## src/rtl/npc_pkg.sv

```systemverilog
package npc_pkg;

    localparam int OPC_W = 6;

    localparam logic [OPC_W-1:0] OPC_BEQ  = 6'b000100;
    localparam logic [OPC_W-1:0] OPC_BNE  = 6'b000101;
    localparam logic [OPC_W-1:0] OPC_JUMP = 6'b000010;

    typedef enum logic [1:0] {
        FLOW_SEQ  = 2'd0,
        FLOW_BEQ  = 2'd1,
        FLOW_BNE  = 2'd2,
        FLOW_JUMP = 2'd3
    } flow_e;

endpackage

```

## src/rtl/npc_decode.sv

```systemverilog
module npc_decode
    import npc_pkg::*;
(
    input  logic [OPC_W-1:0] opcode,
    output flow_e            flow
);

    // Opcode to flow state; anything unrecognised runs straight on.
    always_comb begin
        unique case (opcode)
            OPC_BEQ:  flow = FLOW_BEQ;
            OPC_BNE:  flow = FLOW_BNE;
            OPC_JUMP: flow = FLOW_JUMP;
            default:  flow = FLOW_SEQ;
        endcase
    end

endmodule

```

## src/rtl/npc_target.sv

```systemverilog
module npc_target #(
    parameter int XLEN   = 32,
    parameter int IMM_W  = 16,
    parameter int JIDX_W = 26
) (
    input  logic [XLEN-1:0]   pc,
    input  logic [IMM_W-1:0]  offset,
    input  logic [JIDX_W-1:0] jidx,
    output logic [XLEN-1:0]   seq_pc,
    output logic [XLEN-1:0]   br_pc,
    output logic [XLEN-1:0]   jmp_pc
);

    localparam int ALIGN_W  = 2;
    localparam int REGION_W = XLEN - JIDX_W - ALIGN_W;
    localparam int EXT_W    = XLEN - IMM_W - ALIGN_W;

    logic [XLEN-1:0] br_disp;

    assign seq_pc  = pc + XLEN'(4);
    // Sign extension and word scaling in one concatenation.
    assign br_disp = {{EXT_W{offset[IMM_W-1]}}, offset, {ALIGN_W{1'b0}}};
    assign br_pc   = seq_pc + br_disp;

    generate
        if (REGION_W > 0) begin : g_region
            assign jmp_pc = {pc[XLEN-1 -: REGION_W], jidx, {ALIGN_W{1'b0}}};
        end else begin : g_flat
            assign jmp_pc = XLEN'({jidx, {ALIGN_W{1'b0}}});
        end
    endgenerate

endmodule

```

## src/rtl/npc_unit.sv

```systemverilog
module npc_unit
    import npc_pkg::*;
#(
    parameter int               XLEN     = 32,
    parameter int               IMM_W    = 16,
    parameter int               JIDX_W   = 26,
    parameter logic [XLEN-1:0]  RESET_PC = '0
) (
    input  logic            clk,
    input  logic            rst,
    input  logic            advance,
    input  logic [XLEN-1:0] instr,
    input  logic            ops_equal,
    output logic [XLEN-1:0] pc,
    output logic            taken
);

    flow_e           flow;
    logic [XLEN-1:0] seq_pc;
    logic [XLEN-1:0] br_pc;
    logic [XLEN-1:0] jmp_pc;
    logic [XLEN-1:0] pc_nxt;
    logic            taken_nxt;

    npc_decode u_decode (
        .opcode (instr[XLEN-1 -: OPC_W]),
        .flow   (flow)
    );

    npc_target #(
        .XLEN   (XLEN),
        .IMM_W  (IMM_W),
        .JIDX_W (JIDX_W)
    ) u_target (
        .pc     (pc),
        .offset (instr[IMM_W-1:0]),
        .jidx   (instr[JIDX_W-1:0]),
        .seq_pc (seq_pc),
        .br_pc  (br_pc),
        .jmp_pc (jmp_pc)
    );

    // Per-state next address and taken flag.
    always_comb begin
        unique case (flow)
            FLOW_SEQ: begin
                pc_nxt    = seq_pc;
                taken_nxt = 1'b0;
            end
            FLOW_BEQ: begin
                pc_nxt    = ops_equal ? br_pc : seq_pc;
                taken_nxt = ops_equal;
            end
            FLOW_BNE: begin
                pc_nxt    = ops_equal ? seq_pc : br_pc;
                taken_nxt = ~ops_equal;
            end
            FLOW_JUMP: begin
                pc_nxt    = jmp_pc;
                taken_nxt = 1'b1;
            end
            default: begin
                pc_nxt    = seq_pc;
                taken_nxt = 1'b0;
            end
        endcase
    end

    // Counter and flag registers.
    always_ff @(posedge clk) begin
        if (rst) begin
            pc    <= RESET_PC;
            taken <= 1'b0;
        end else if (advance) begin
            pc    <= pc_nxt;
            taken <= taken_nxt;
        end
    end

endmodule

```

## config.mk

```make
export PLATFORM = sky130hd
export DESIGN_NAME = npc_unit
export DESIGN_NICKNAME = d
export VERILOG_FILES = /design/src/rtl/npc_pkg.sv /design/src/rtl/npc_decode.sv /design/src/rtl/npc_target.sv /design/src/rtl/npc_unit.sv
export SDC_FILE = /design/constraint.sdc
export NUM_CORES = 1
export LEC_CHECK = 0
export BUFFER_PORTS_ARGS = -buffer_cell sky130_fd_sc_hd__buf_2
export CAP_MARGIN = 10
export CORE_MARGIN = 5
export CORE_UTILIZATION = 62
export CTS_CLUSTER_SIZE = 16
export DETAILED_ROUTE_END_ITERATION = 6
export PLACE_DENSITY_LB_ADDON = 0.15
export SETUP_SLACK_MARGIN = 0.15
export SKIP_CTS_REPAIR_TIMING = 1
export SLEW_MARGIN = 20
export SYNTH_ARGS = -nofsm -noshare
export SYNTH_HDL_FRONTEND = slang
export SYNTH_SLANG_ARGS = --single-unit
```

## constraint.sdc

```tcl
create_clock -name clk -period 10 [get_ports clk]
set_input_delay 0.5 -clock clk [delete_from_list [all_inputs] [get_ports clk]]
set_output_delay 0.5 -clock clk [all_outputs]
set_load 0.005 [all_outputs]
```

==> run_results.csv <==
group,metric,value,unit
status,status,"finished, final reports clean",
worst_setup_path,cpPeakStageDelay,530,ps
logic_synthesis,synth_edf_count,0,
worst_setup_path,cp_top_family,"simple AND/OR/NAND/NOR gates",
clock_tree,insertion_delay,280,ps
floorplan,core-area,5850,µm²
routing,drc_errors,0,
logic_synthesis,synthFlopType,"dfxtp_1",
timing,rsz0062_at_grt,"no",
timing,min_period_over_period,0.436,
flow_run,cap_violations,0,
floorplan,die_area,7580,µm²
worst_setup_path,start_kind,"flop",
clock_tree,cts-htree-levels,2,
logic_synthesis,ys_types,73,
global_routing,first_global_vias,3809,
logic_synthesis,netlist.area_leader.share,0.169,
logic_synthesis,syn_inst,485,
logic_synthesis,syn_area_per_cell,7.59,µm²
power_and_ir_drop,ir_drop,0.0000783,V
logic_synthesis,synth_most_common_cell,"nor2_1",
worst_setup_path,cp.arrival,4530,ps
routing,viasPerCell,6.37,
power_and_ir_drop,power.density,97.5,nW/µm²
worst_setup_path,crit_buf_inv,0,
global_routing,track_usage,0.276,
logic_synthesis,syn-cell-area,3680,µm²
final_layout,area_growth,11.4,%
placed_design,numPortBuffers,66,
logic_synthesis,netlist_top_cells_area,"dfxtp_1, ha_1, xnor2_1, nor2_1, nand2_1",
final_layout,layout.nets,608,
final_layout,drive_gt1_frac,0.182,
global_routing,grt_pass1_wl,17200,µm
logic_synthesis,async_reset_ff_frac,0,
logic_synthesis,ys_ff_latch,31,
timing,hold_violations,0,
placed_design,dp_hpwl,7440,µm
timing,finalClockSkew,7.61,ps
clock_tree,clock-root-buffer,"clkbuf_8",
worst_setup_path,crit_chain,"ha_1 > nand4_2 > nor3_1 > nand4_1 > xnor2_1 > ha_1 > a21oi_1 > o21ai_0 > a21oi_1 > nor2_1 > o211a_1 > or4_1 > a31o_1 > a21oi_2 > mux2_4",
timing,maxSlewViolCount,0,
clock_tree,clock_sinks,31,
timing,fin_tns_setup,0,ps
floorplan,pin_count,69,
clock_tree,clkTransAtPathRegs,70,ps
final_layout,postLayoutCoreUtil,0.701,
logic_synthesis,yosys.area.top_type,"dfxtp_1",
timing,finalSetupViolations,0,
timing,relSlewSlack,0.503,
worst_setup_path,criticalPathCategory,"reg -> reg",
timing,finalCriticalPeriod,4360,ps
routing,routedWlPerCell,16.9,µm
global_routing,grt_max_degree,56,
routing,antenna_left,0,
placed_design,gp_congestion,0.855,
timing,fmax,229,MHz
floorplan,row_count,28,
logic_synthesis,synth-seq-area-share,0.169,
routing,drtPass1Iterations,4,
global_routing,grt.overflow.total,0,
worst_setup_path,cp-end-kind,"flop",
routing,drt_iter0_markers,237,
worst_setup_path,cp.required,10170,ps
timing,worstMarginPinSlew,745,ps
power_and_ir_drop,p_leak,0.00181,µW
floorplan,die_x,87.1,µm
final_layout,diodes,0,
logic_synthesis,yosys_warnings,0,
global_routing,antenna_found_initial,0,
clock_tree,numCtsBuffers,5,
logic_synthesis,synth_common_cells,"nor2_1, nand2_1, a21oi_1, ha_1, xnor2_1",
clock_tree,tritoncts,"yes",
floorplan,initial_core_util,0.629,
worst_setup_path,path_max_fanout,8,
clock_tree,cts_buffer_depth,2,
worst_hold_path,min_path_type,"in -> reg",
floorplan,die_y,87.1,µm
worst_setup_path,cpMaxStageDelayCell,"nor3_1",
routing,routed_wl,10300,µm
routing,detailroute.via_count,3900,
==> final timing paths <==
path	slack [ps]	startpoint	depth (start not counted)	endpoint
worst max-delay path	5640	pc[2]$_SDFFE_PP0P_	15	pc[31]$_SDFFE_PP0P_
worst min-delay path	510	instr[3]	3	pc[5]$_SDFFE_PP0P_
worst max register to register	5640	pc[2]$_SDFFE_PP0P_	15	pc[31]$_SDFFE_PP0P_
worst min register to register	510	taken$_SDFFE_PP0P_	2	taken$_SDFFE_PP0P_
==> final cells by class <==
cell class,instances,area (µm²)
clock buffer,6,72.6
timing repair buffer,70,360
inverter,17,63.8
sequential,31,621
multi-input combinational,413,2890
fill,525,1750
tap,75,93.8
==> per-layer routing <==
metal	GRT usage	vias to the layer above	part of all wire
met5	0	-	0
met4	0.115	0	0.015
met3	0.0293	12	0.064
met2	0.480	148	0.49
met1	0.345	1828	0.43
li1	-	1912	-
==> kinds of logic after synthesis <==
group / count (synthesis) / share of synthesized area
DFF: 31 / 0.169
and+or+nand+nor: 172 / 0.232
other: 1 / 0.00102
buffers and inverters: 42 / 0.0482
adders and majority gates: 34 / 0.118
AOI/OAI and AO/OA: 154 / 0.308
muxes: 1 / 0.00408
xor gates and xnor gates: 50 / 0.121
==> placed cells by master (no fill, tap or decap), types with 4 or more instances in the layout <==
cell / instances
a211oi_1: 6
a221oi_1: 7
ha_1: 33
a22oi_1: 17
nor3_1: 14
inv_1: 16
nand3_1: 13
buf_4: 4
buf_2: 66
a311oi_1: 14
clkbuf_8: 5
xnor2_1: 33
dfxtp_1: 31
a21oi_1: 35
o21ai_0: 12
o21ai_1: 6
nor2_1: 52
a21o_1: 9
nand4_1: 7
o21a_1: 4
nand2_1: 52
nor2b_1: 4
o21bai_1: 7
xor2_1: 16
==> where the power goes <==
| group | internal (µW) | switching, µW | leakage, µW |
|---|---|---|---|
| registers | 132 | 11.8 | 0.000256 |
| clock network | 46.5 | 48.7 | 0.0000371 |
| logic | 69.9 | 91.2 | 0.00152 |
| total | 248 | 152 | 0.00181 |
==> registers in the layout, summed over array words and instances (netlist names) <==
register  count
pc           30
taken         1
==> through the flow <==
step | cell area, µm² | power [µW] | instances | setup WS, ps | hold slack [ps]
after floorplan | 3690 | 263 | 486 | 5990 | 488
after global placement | 4030 | 299 | 606 | 5870 | 486
after detailed placement | 4030 | 304 | 606 | 5710 | 491
after CTS | 4100 | 400 | 612 | 5670 | 497
after global routing | 4100 | 427 | 612 | 5330 | 534
final | 4100 | 400 | 612 | 5640 | 508
==> worst register-to-register path, cell delays in order, from the launching register on <==
cell and delay, ps:
dfxtp_1 410, ha_1 250, nand4_2 160, nor3_1 530, nand4_1 210, xnor2_1 230, ha_1 350, a21oi_1 170
o21ai_0 90, a21oi_1 290, nor2_1 90, o211a_1 240, or4_1 490, a31o_1 250, a21oi_2 150, mux2_4 310
(Power assumes the default switching activity.)
